## src/rtl/mlb_pkg.sv

```systemverilog
`timescale 1ns/1ps
package mlb_pkg;

    // Outcome of one cycle of the branch controller
    typedef enum logic [1:0] {
        BR_NONE   = 2'd0,
        BR_KERNEL = 2'd1,
        BR_DRAIN  = 2'd2,
        BR_EXIT   = 2'd3
    } br_kind_e;

    typedef struct packed {
        br_kind_e kind;
        logic     fill_bit;  // value entering stage predicate 0
        logic     rotate;    // shift predicates and step the base
        logic     load;      // count write this cycle
    } br_step_t;

    function automatic br_step_t classify(input logic req, input logic wr,
                                          input logic lc_nz, input logic ec_nz);
        br_step_t s;
        s.kind     = BR_NONE;
        s.fill_bit = 1'b0;
        s.rotate   = 1'b0;
        s.load     = wr;
        if (!wr && req) begin
            if (lc_nz) begin
                s.kind     = BR_KERNEL;
                s.fill_bit = 1'b1;
                s.rotate   = 1'b1;
            end else if (ec_nz) begin
                s.kind     = BR_DRAIN;
                s.rotate   = 1'b1;
            end else begin
                s.kind     = BR_EXIT;
            end
        end
        return s;
    endfunction

endpackage

```

## src/rtl/mlb_decide.sv

```systemverilog
`timescale 1ns/1ps
module mlb_decide
    import mlb_pkg::*;
#(
    parameter int LC_W = 8,
    parameter int EC_W = 4
) (
    input  logic            req,
    input  logic            wr,
    input  logic [LC_W-1:0] lc_q,
    input  logic [EC_W-1:0] ec_q,
    output br_step_t        step
);
    always_comb begin
        step = classify(req, wr, |lc_q, |ec_q);
    end
endmodule

```

## src/rtl/mlb_counters.sv

```systemverilog
`timescale 1ns/1ps
module mlb_counters
    import mlb_pkg::*;
#(
    parameter int LC_W = 8,
    parameter int EC_W = 4
) (
    input  logic            clk,
    input  logic            rst,
    input  br_step_t        step,
    input  logic [LC_W-1:0] lc_d,
    input  logic [EC_W-1:0] ec_d,
    output logic [LC_W-1:0] lc_q,
    output logic [EC_W-1:0] ec_q
);
    localparam logic [LC_W-1:0] LC_ONE = LC_W'(1);
    localparam logic [EC_W-1:0] EC_ONE = EC_W'(1);

    always_ff @(posedge clk) begin
        if (rst) begin
            lc_q <= '0;
            ec_q <= '0;
        end else if (step.load) begin
            lc_q <= lc_d;
            ec_q <= ec_d;
        end else begin
            case (step.kind)
                BR_KERNEL: lc_q <= lc_q - LC_ONE;
                BR_DRAIN:  ec_q <= ec_q - EC_ONE;
                default: ;
            endcase
        end
    end
endmodule

```

## src/rtl/mlb_pred_chain.sv

```systemverilog
`timescale 1ns/1ps
module mlb_pred_chain #(
    parameter int N_STAGES = 3
) (
    input  logic                clk,
    input  logic                rst,
    input  logic                shift_en,
    input  logic                fill_bit,
    output logic [N_STAGES-1:0] pred
);
    for (genvar g = 0; g < N_STAGES; g++) begin : g_stage
        logic nxt;
        if (g == 0) begin : g_head
            assign nxt = fill_bit;
        end else begin : g_tail
            assign nxt = pred[g-1];
        end
        always_ff @(posedge clk) begin
            if (rst)           pred[g] <= 1'b0;
            else if (shift_en) pred[g] <= nxt;
        end
    end
endmodule

```

## src/rtl/mlb_rotator.sv

```systemverilog
`timescale 1ns/1ps
module mlb_rotator #(
    parameter int ROT_W = 7
) (
    input  logic             clk,
    input  logic             rst,
    input  logic             rotate,
    output logic             rot_pulse,
    output logic [ROT_W-1:0] rot_base
);
    localparam logic [ROT_W-1:0] BASE_STEP = ROT_W'(1);

    always_ff @(posedge clk) begin
        if (rst) begin
            rot_pulse <= 1'b0;
            rot_base  <= '0;
        end else begin
            rot_pulse <= rotate;
            if (rotate) rot_base <= rot_base - BASE_STEP;
        end
    end
endmodule

```

## src/rtl/mloop_branch_ctrl.sv

```systemverilog
`timescale 1ns/1ps
module mloop_branch_ctrl
    import mlb_pkg::*;
#(
    parameter int LC_W     = 8,
    parameter int EC_W     = 4,
    parameter int N_STAGES = 3,
    parameter int ROT_W    = 7
) (
    input  logic                clk,
    input  logic                rst,
    input  logic                cnt_wr_en,
    input  logic [LC_W-1:0]     lc_wr_data,
    input  logic [EC_W-1:0]     ec_wr_data,
    input  logic                br_req,
    output logic                br_taken,
    output logic                br_fall,
    output logic                rot_pulse,
    output logic [N_STAGES-1:0] stage_pred,
    output logic [LC_W-1:0]     lc_q,
    output logic [EC_W-1:0]     ec_q,
    output logic [ROT_W-1:0]    rot_base
);
    br_step_t step;

    mlb_decide #(.LC_W(LC_W), .EC_W(EC_W)) u_decide (
        .req (br_req),
        .wr  (cnt_wr_en),
        .lc_q(lc_q),
        .ec_q(ec_q),
        .step(step)
    );

    mlb_counters #(.LC_W(LC_W), .EC_W(EC_W)) u_counters (
        .clk (clk),
        .rst (rst),
        .step(step),
        .lc_d(lc_wr_data),
        .ec_d(ec_wr_data),
        .lc_q(lc_q),
        .ec_q(ec_q)
    );

    mlb_pred_chain #(.N_STAGES(N_STAGES)) u_preds (
        .clk     (clk),
        .rst     (rst),
        .shift_en(step.rotate),
        .fill_bit(step.fill_bit),
        .pred    (stage_pred)
    );

    mlb_rotator #(.ROT_W(ROT_W)) u_rot (
        .clk      (clk),
        .rst      (rst),
        .rotate   (step.rotate),
        .rot_pulse(rot_pulse),
        .rot_base (rot_base)
    );

    // Branch outcome flags, kept apart from the rotation strobe
    always_ff @(posedge clk) begin
        if (rst) begin
            br_taken <= 1'b0;
            br_fall  <= 1'b0;
        end else begin
            br_taken <= (step.kind == BR_KERNEL) || (step.kind == BR_DRAIN);
            br_fall  <= (step.kind == BR_EXIT);
        end
    end
endmodule

```

## config.mk

```make
export PLATFORM = sky130hd
export DESIGN_NAME = mloop_branch_ctrl
export DESIGN_NICKNAME = d
export VERILOG_FILES = /design/src/rtl/mlb_pkg.sv /design/src/rtl/mlb_decide.sv /design/src/rtl/mlb_counters.sv /design/src/rtl/mlb_pred_chain.sv /design/src/rtl/mlb_rotator.sv /design/src/rtl/mloop_branch_ctrl.sv
export SDC_FILE = /design/constraint.sdc
export NUM_CORES = 1
export LEC_CHECK = 0
export ABC_AREA = 1
export CAP_MARGIN = 5
export CORE_MARGIN = 3
export CORE_UTILIZATION = 46
export DETAILED_ROUTE_END_ITERATION = 8
export PLACE_DENSITY = 0.78
export SYNTH_ARGS = -nofsm -noshare
export SYNTH_HDL_FRONTEND = slang
export SYNTH_SLANG_ARGS = --single-unit
```

## constraint.sdc

```tcl
create_clock -name clk -period 1.77 [get_ports clk]
set_input_delay 0.177 -clock clk [delete_from_list [all_inputs] [get_ports clk]]
set_output_delay 0.177 -clock clk [all_outputs]
set_load 0.005 [all_outputs]
```

# Word-level counts from Yosys, hierarchy flattened
# Index checks and enable logic that the tools add are counted.
word_totals:
  memories: 0
  ram_bits: 0
  romBits: 0
  out_inout_bits: 25
  wordCells: 32
  regBits: 25
  latch_bits: 0
  in_bits: 16
classes:
  bitwise: 0
  n_reduce_logical: 7
  magnitude_cmp: 0
  shift: 0
  n_mux: 10
  div: 0
  n_eq_ne: 3
  n_mul: 0
  add_sub_neg: 3
op_table:
  columns: ["cell", "n"]
  rows:
  - ["$mux 8", 2]
  - ["$mux 4", 3]
  - ["$reduce_or 8->1", 1]
  - ["$sub 8x1->8 const B", 1]
  - ["$sub 7x1->7 const B", 1]
  - ["$eq 2x2->1 const B", 2]
  - ["$mux 1", 4]
  - ["$reduce_bool 2->1", 2]
  - ["$reduce_or 4->1", 1]
  - ["$sub 4x1->4 const B", 1]
  - ["$eq 2x1->1 const B", 1]
  - ["$mux 2", 1]
  - ["$logic_and 1x1->1", 1]
  - ["$logic_not 1->1", 1]
  - ["$logic_or 1x1->1", 1]

# Logic depth before layout (Yosys ltp)
depth:
  word_depth: 7
  depth_mapped: 10

# By module
# From an unflattened synthesis, not the netlist that was laid out.
hier_totals:
  cells_unflattened: 212
  hier_area_um2: 1410.1
modules_own_cells:
  columns: ["mod", "instances", "area_per_inst_um2", "cells_per_inst"]
  rows:
  - ["mlb_counters", 1, 753.2, 115]
  - ["mlb_rotator", 1, 360.3, 49]
  - ["mlb_pred_chain", 1, 135.1, 21]
  - ["mlb_decide", 1, 93.8, 20]
  - ["mloop_branch_ctrl", 1, 67.6, 7]

# Least setup slack after synthesis
# OpenSTA, ideal clock, no wires.
synth_path:
  kind: "flip-flop to flip-flop"
  from: "reg u_counters.lc_q[0]"
  to: "reg u_preds.pred[2]"
  path_slack_ns: 0.358
  setup_ns: 0.116
  path_stages_with_launch: 10
  arrival_time_ns: 1.297
  period_less_slack_ns: 1.412
  path_cell_list: "dfxtp_1 > inv_1 > ha_1 > nand2_1 > nor2_4 > nand2_1 > nand2_1 > buf_6 > o21ai_0 > nor2_1"
synth_via:
  elab_chain_len: 3
synth_lines:
  columns: ["item", "line", "text"]
  rows:
  - ["from (decl)", "mlb_counters.sv:13", "output logic [LC_W-1:0] lc_q,"]
  - ["from (signal assigned)", "mlb_counters.sv:24", "lc_q <= lc_d;"]
  - ["from (signal assigned)", "mlb_counters.sv:28", "BR_KERNEL: lc_q <= lc_q - LC_ONE;"]
  - ["$reduce_or 8->1", "mlb_decide.sv:15", "step = classify(req, wr, |lc_q, |ec_q);"]
  - ["$mux 1", "mlb_pkg.sv:27", "if (lc_nz) begin"]
  - ["$mux 4", "mlb_pkg.sv:26", "if (!wr && req) begin"]
  - ["to (signal, indexed assignment)", "mlb_pred_chain.sv:20", "else if (shift_en) pred[g] <= nxt;"]
  - ["to (decl)", "mlb_pred_chain.sv:9", "output logic [N_STAGES-1:0] pred"]
# Every way passes these cells.
# A chain may end at the register's enable or synchronous reset.

# Worst setup path in the final report
layout_path:
  from: "reg u_counters.ec_q[0]"
  to: "reg u_counters.ec_q[2]"
layout_via:
  elab_chain_len: 6
  elab_cells_between_ends: 9
  classes_between: "1 x add/sub; 1 x eq/ne; 5 x mux; 2 x reduce/logical"
layout_lines:
  columns: ["item", "line", "text"]
  rows:
  - ["from (decl)", "mlb_counters.sv:14", "output logic [EC_W-1:0] ec_q"]
  - ["from (signal assigned)", "mlb_counters.sv:29", "BR_DRAIN: ec_q <= ec_q - EC_ONE;"]
  - ["$reduce_or 4->1", "mlb_decide.sv:15", null]
  - ["$mux 1", "mlb_pkg.sv:31", "end else if (ec_nz) begin"]
  - ["$mux 2", "mlb_pkg.sv:27", null]
  - ["$mux 4", "mlb_pkg.sv:26", null]
  - ["$eq 2x2->1", "mlb_counters.sv:27", "case (step.kind)"]
  - ["$reduce_bool 2->1 (no source line)", null, null]
# Parallel ways exist; a longest one is shown, timed or not. The select of a mux whose other input is x is not followed.

==> results.yml <==
floorplanning:
  fp.dieH_um: 60.7
  ios: 41
  initial_core_util_pct: 49.1
  die_w_um: 60.7
  rows: 19
  coreArea_mm2: 0.00281
  die_area_mm2: 0.00368
layout:
  fill_cells: 257
  final_nets: 262
  fin_cells: 272
  finalInstanceArea_mm2: 0.00183
  layout-drive-gt1-share_pct: 7.05
  diodes: 0
  area_delta_synth_final_pct: 32.6
yosys:
  avgSynthCellArea_um2: 6.85
  seq_area_frac_synth_pct: 36.4
  yosysWarnings: 0
  ys_types: 26
  ys_top_cells_by_area: "dfxtp_1 (36%), nand2_1 (13%), nor2_1 (8.5%)"
  synthCells: 201
  ys_ff_latch: 25
  syn_nets: 221
  synth_top_area_share_pct: 36.4
  synth_top_cell_by_area: "dfxtp_1"
  netlist_area_mm2: 0.00138
placement:
  gp_congestion: 0.855
  io_buffers: 40
  post_dp_cell_area_mm2: 0.00180
  dp_hpwl_um: 2310
  dp.cells: 268
power_and_ir_drop:
  pwr-share-clk_pct: 17.2
  p_comb_share_pct: 35.3
  seq_power_share_pct: 47.5
  netSwitchingFraction_pct: 32.8
  p_per_area_mw_per_mm2: 786
  switchingPower_mw: 0.470
  vdd_ir_drop_max_mv: 0.584
  leakagePower_nw: 0.776
  intPower_mw: 0.964
  finalPower_mw: 1.43
detailed_routing:
  routed_via_density: 5.00
  route.detailed.drc: 0
  first_iter_violations: 44
  wl_um: 3040
  drtAntennaViolNets: 0
  dr.pass1.iters: 4
  num_vias: 1361
  wl_per_cell_um: 11.2
timing:
  timing.fmax_mhz: 634
  fin_crit_sh_pct: 89.1
  finalCriticalPeriod_ns: 1.58
  rsz0062_at_grt: "false"
  worst_clock_skew_ns: 0.00144
  drv_slew: 0
  tightest_slew_ns: 0.313
  maxSlewHeadroom_pct: 79.1
  hold_viol: 0
  fin_tns_setup_ns: 0
  finalSetupViolCount: 0
hold_path:
  hp-class: "reg2reg"
  worstHoldStart: "u_preds.pred[2]$_SDFFE_PP0P_"
  hold_depth: 2
  hold_path_end: "u_preds.pred[2]$_SDFFE_PP0P_"
worst_setup_path:
  rr_worst_depth: 9
  worstSetupStartpointType: "flop"
  path_max_fanout: 4
  cp.arrival_ns: 1.83
  path_buf_inv: 1
  reg2reg_slack_ns: 0.19
  crit_family: "simple AND/OR/NAND/NOR gates"
  criticalPathCategory: "reg2reg"
  required_ns: 2.03
  cp-end-kind: "flop"
  path_common_cell: "nand2_1"
  path_depth: 9
  cp_cell_sequence: "inv_1 > ha_1 > nand2_1 > nor2_1 > nor2_1 > nand2_1 > nand2_1 > nand2_1 > a21oi_1"
  r2r-start: "u_counters.ec_q[0]$_SDFFE_PP0P_"
  regToRegEndpoint: "u_counters.ec_q[2]$_SDFFE_PP0P_"
  max_stage_delay_ns: 0.38
  crit_slowest_cell: "dfxtp_1"
global_route:
  first_global_vias: 1226
  grt_pass1_wl_um: 5310
  grtUsageTotal_pct: 18.6
  grt_max_degree: 17
  overflow: 0
  grt_antenna_before_repair: 0
cts:
  post-cts-setup-buffer-count: 0
  cts.sinks: 25
  clockBufferDepth: 2
  numCtsBuffers: 3
  clock_latency_ns: 0.31
  cts_tree: "built"
  clk_pin_slew_ns: 0.13
  htreeDepth: 1
  hold_buffers: 0
  ctsResizeCount: 0
  cts_root_buf: "clkbuf_4"
outcome:
  status: "finished, final reports clean"
job:
  cap_violations: 0
-- cell families (layout without fill, tap and decap cells) --
| group | Yosys count | count (layout) | synth area share [%] |
|---|---|---|---|
| xor gates and xnor gates | 6 | 6 | 3.82 |
| and+or+nand+nor | 109 | 109 | 35.3 |
| DFF | 25 | 25 | 36.4 |
| adders and majority gates | 4 | 4 | 3.64 |
| buffers and inverters | 26 | 66 | 8.18 |
| AOI/OAI and AO/OA | 31 | 31 | 12.7 |
-- flip-flops by register name, indices dropped and copies added, names as in the netlist --
signal,count
br_fall,1
u_rot.rot_pulse,1
br_taken,1
u_rot.rot_base,7
u_counters.lc_q,8
u_preds.pred,1
u_preds.g_stage.nxt,2
u_counters.ec_q,4
-- cell usage in the layout, fill, tap and decap left out, drive strengths merged, types with 3 or more instances in the layout --
master         synthesis  final
a21oi                 15     15
buf                    3      3
clkbuf                 4      4
clkdlybuf4s50          0     40
dfxtp                 25     25
ha                     4      4
inv                   18     18
nand2                 51     51
nand3                 16     16
nor2                  34     34
nor3                   4      4
o21ai                 14     14
xor2                   4      4
-- tightest hold or removal path: cells and delay by family, from the launching register on --
family,cells,cell delay (ns)
DFF,1,0.33
and+or+nand+nor,2,0.14
-- cells in the mapped netlist --
cell      number
buf_6          1
o21ai_4        1
buf_4          2
clkbuf_1       4
nand4_1        2
dfxtp_1       25
xnor2_1        2
nor2_1        31
a21oi_2        1
a21oi_1       14
xor2_1         4
nor2_4         3
nand3b_1       1
nand2_2        1
inv_1         17
a21o_1         1
nor3_1         4
o21bai_1       1
ha_1           4
nand2_1       48
clkinv_1       1
nand2_4        2
nand3_1       16
o21ai_0       13
inv_2          1
or2_2          1
-- how the worst max path moves through the flow --
stage	start	endpoint	slack [ns]
3_3_place_gp	u_counters.lc_q[0]$_SDFFE_PP0P_	u_preds.pred[2]$_SDFFE_PP0P_	0.23
2_1_floorplan	u_counters.lc_q[0]$_SDFFE_PP0P_	u_preds.pred[2]$_SDFFE_PP0P_	0.36
3_5_place_dp	u_counters.lc_q[0]$_SDFFE_PP0P_	u_preds.g_stage[2].nxt$_SDFFE_PP0P_	0.14
4_1_cts	u_counters.lc_q[0]$_SDFFE_PP0P_	u_preds.g_stage[2].nxt$_SDFFE_PP0P_	0.12
5_1_grt	u_counters.ec_q[0]$_SDFFE_PP0P_	u_counters.ec_q[1]$_SDFFE_PP0P_	0.01
6_report	u_counters.ec_q[0]$_SDFFE_PP0P_	u_counters.ec_q[2]$_SDFFE_PP0P_	0.19
-- metal layers --
| metal | GRT usage [%] | wire [um] | vias to the layer above |
|---|---|---|---|
| met2 | 29.8 | 1350 | 35 |
| met3 | 4.68 | 117 | 4 |
| met1 | 25.6 | 1540 | 598 |
| li1 | - | - | 724 |
| met4 | 3.72 | 28 | 0 |
| met5 | 0 | 0 | - |
-- area by class of cell --
cell class	instances	area, um2	share of cell area (%)
multi-input cells	150	766	41.9
flip-flops and latches	25	500	27.4
repair buffers	43	423	23.2
inverters	19	71.3	3.91
well taps	31	38.8	2.12
clock buffers	4	26.3	1.44
-- per-stage QoR --
step / hold WS (ns) / util [%] / setup WS [ns]
floorplan: 0.381 / - / 0.358
finish: 0.497 / 65.1 / 0.193
global placement: 0.468 / 64.1 / 0.231
CTS: 0.495 / 65.0 / 0.117
detailed placement: 0.470 / 64.1 / 0.143
global route: 0.508 / 65.1 / 0.0107
-- power groups by stage --
stage | Sequential, mW | Combinational, mW | Clock (mW)
floorplan | 0.690 | 0.314 | 0
global placement | 0.694 | 0.498 | 0
detailed placement | 0.694 | 0.505 | 0
CTS | 0.682 | 0.508 | 0.259
global route | 0.694 | 0.572 | 0.285
finish | 0.682 | 0.506 | 0.247
Power figures use the tool's default switching activity.
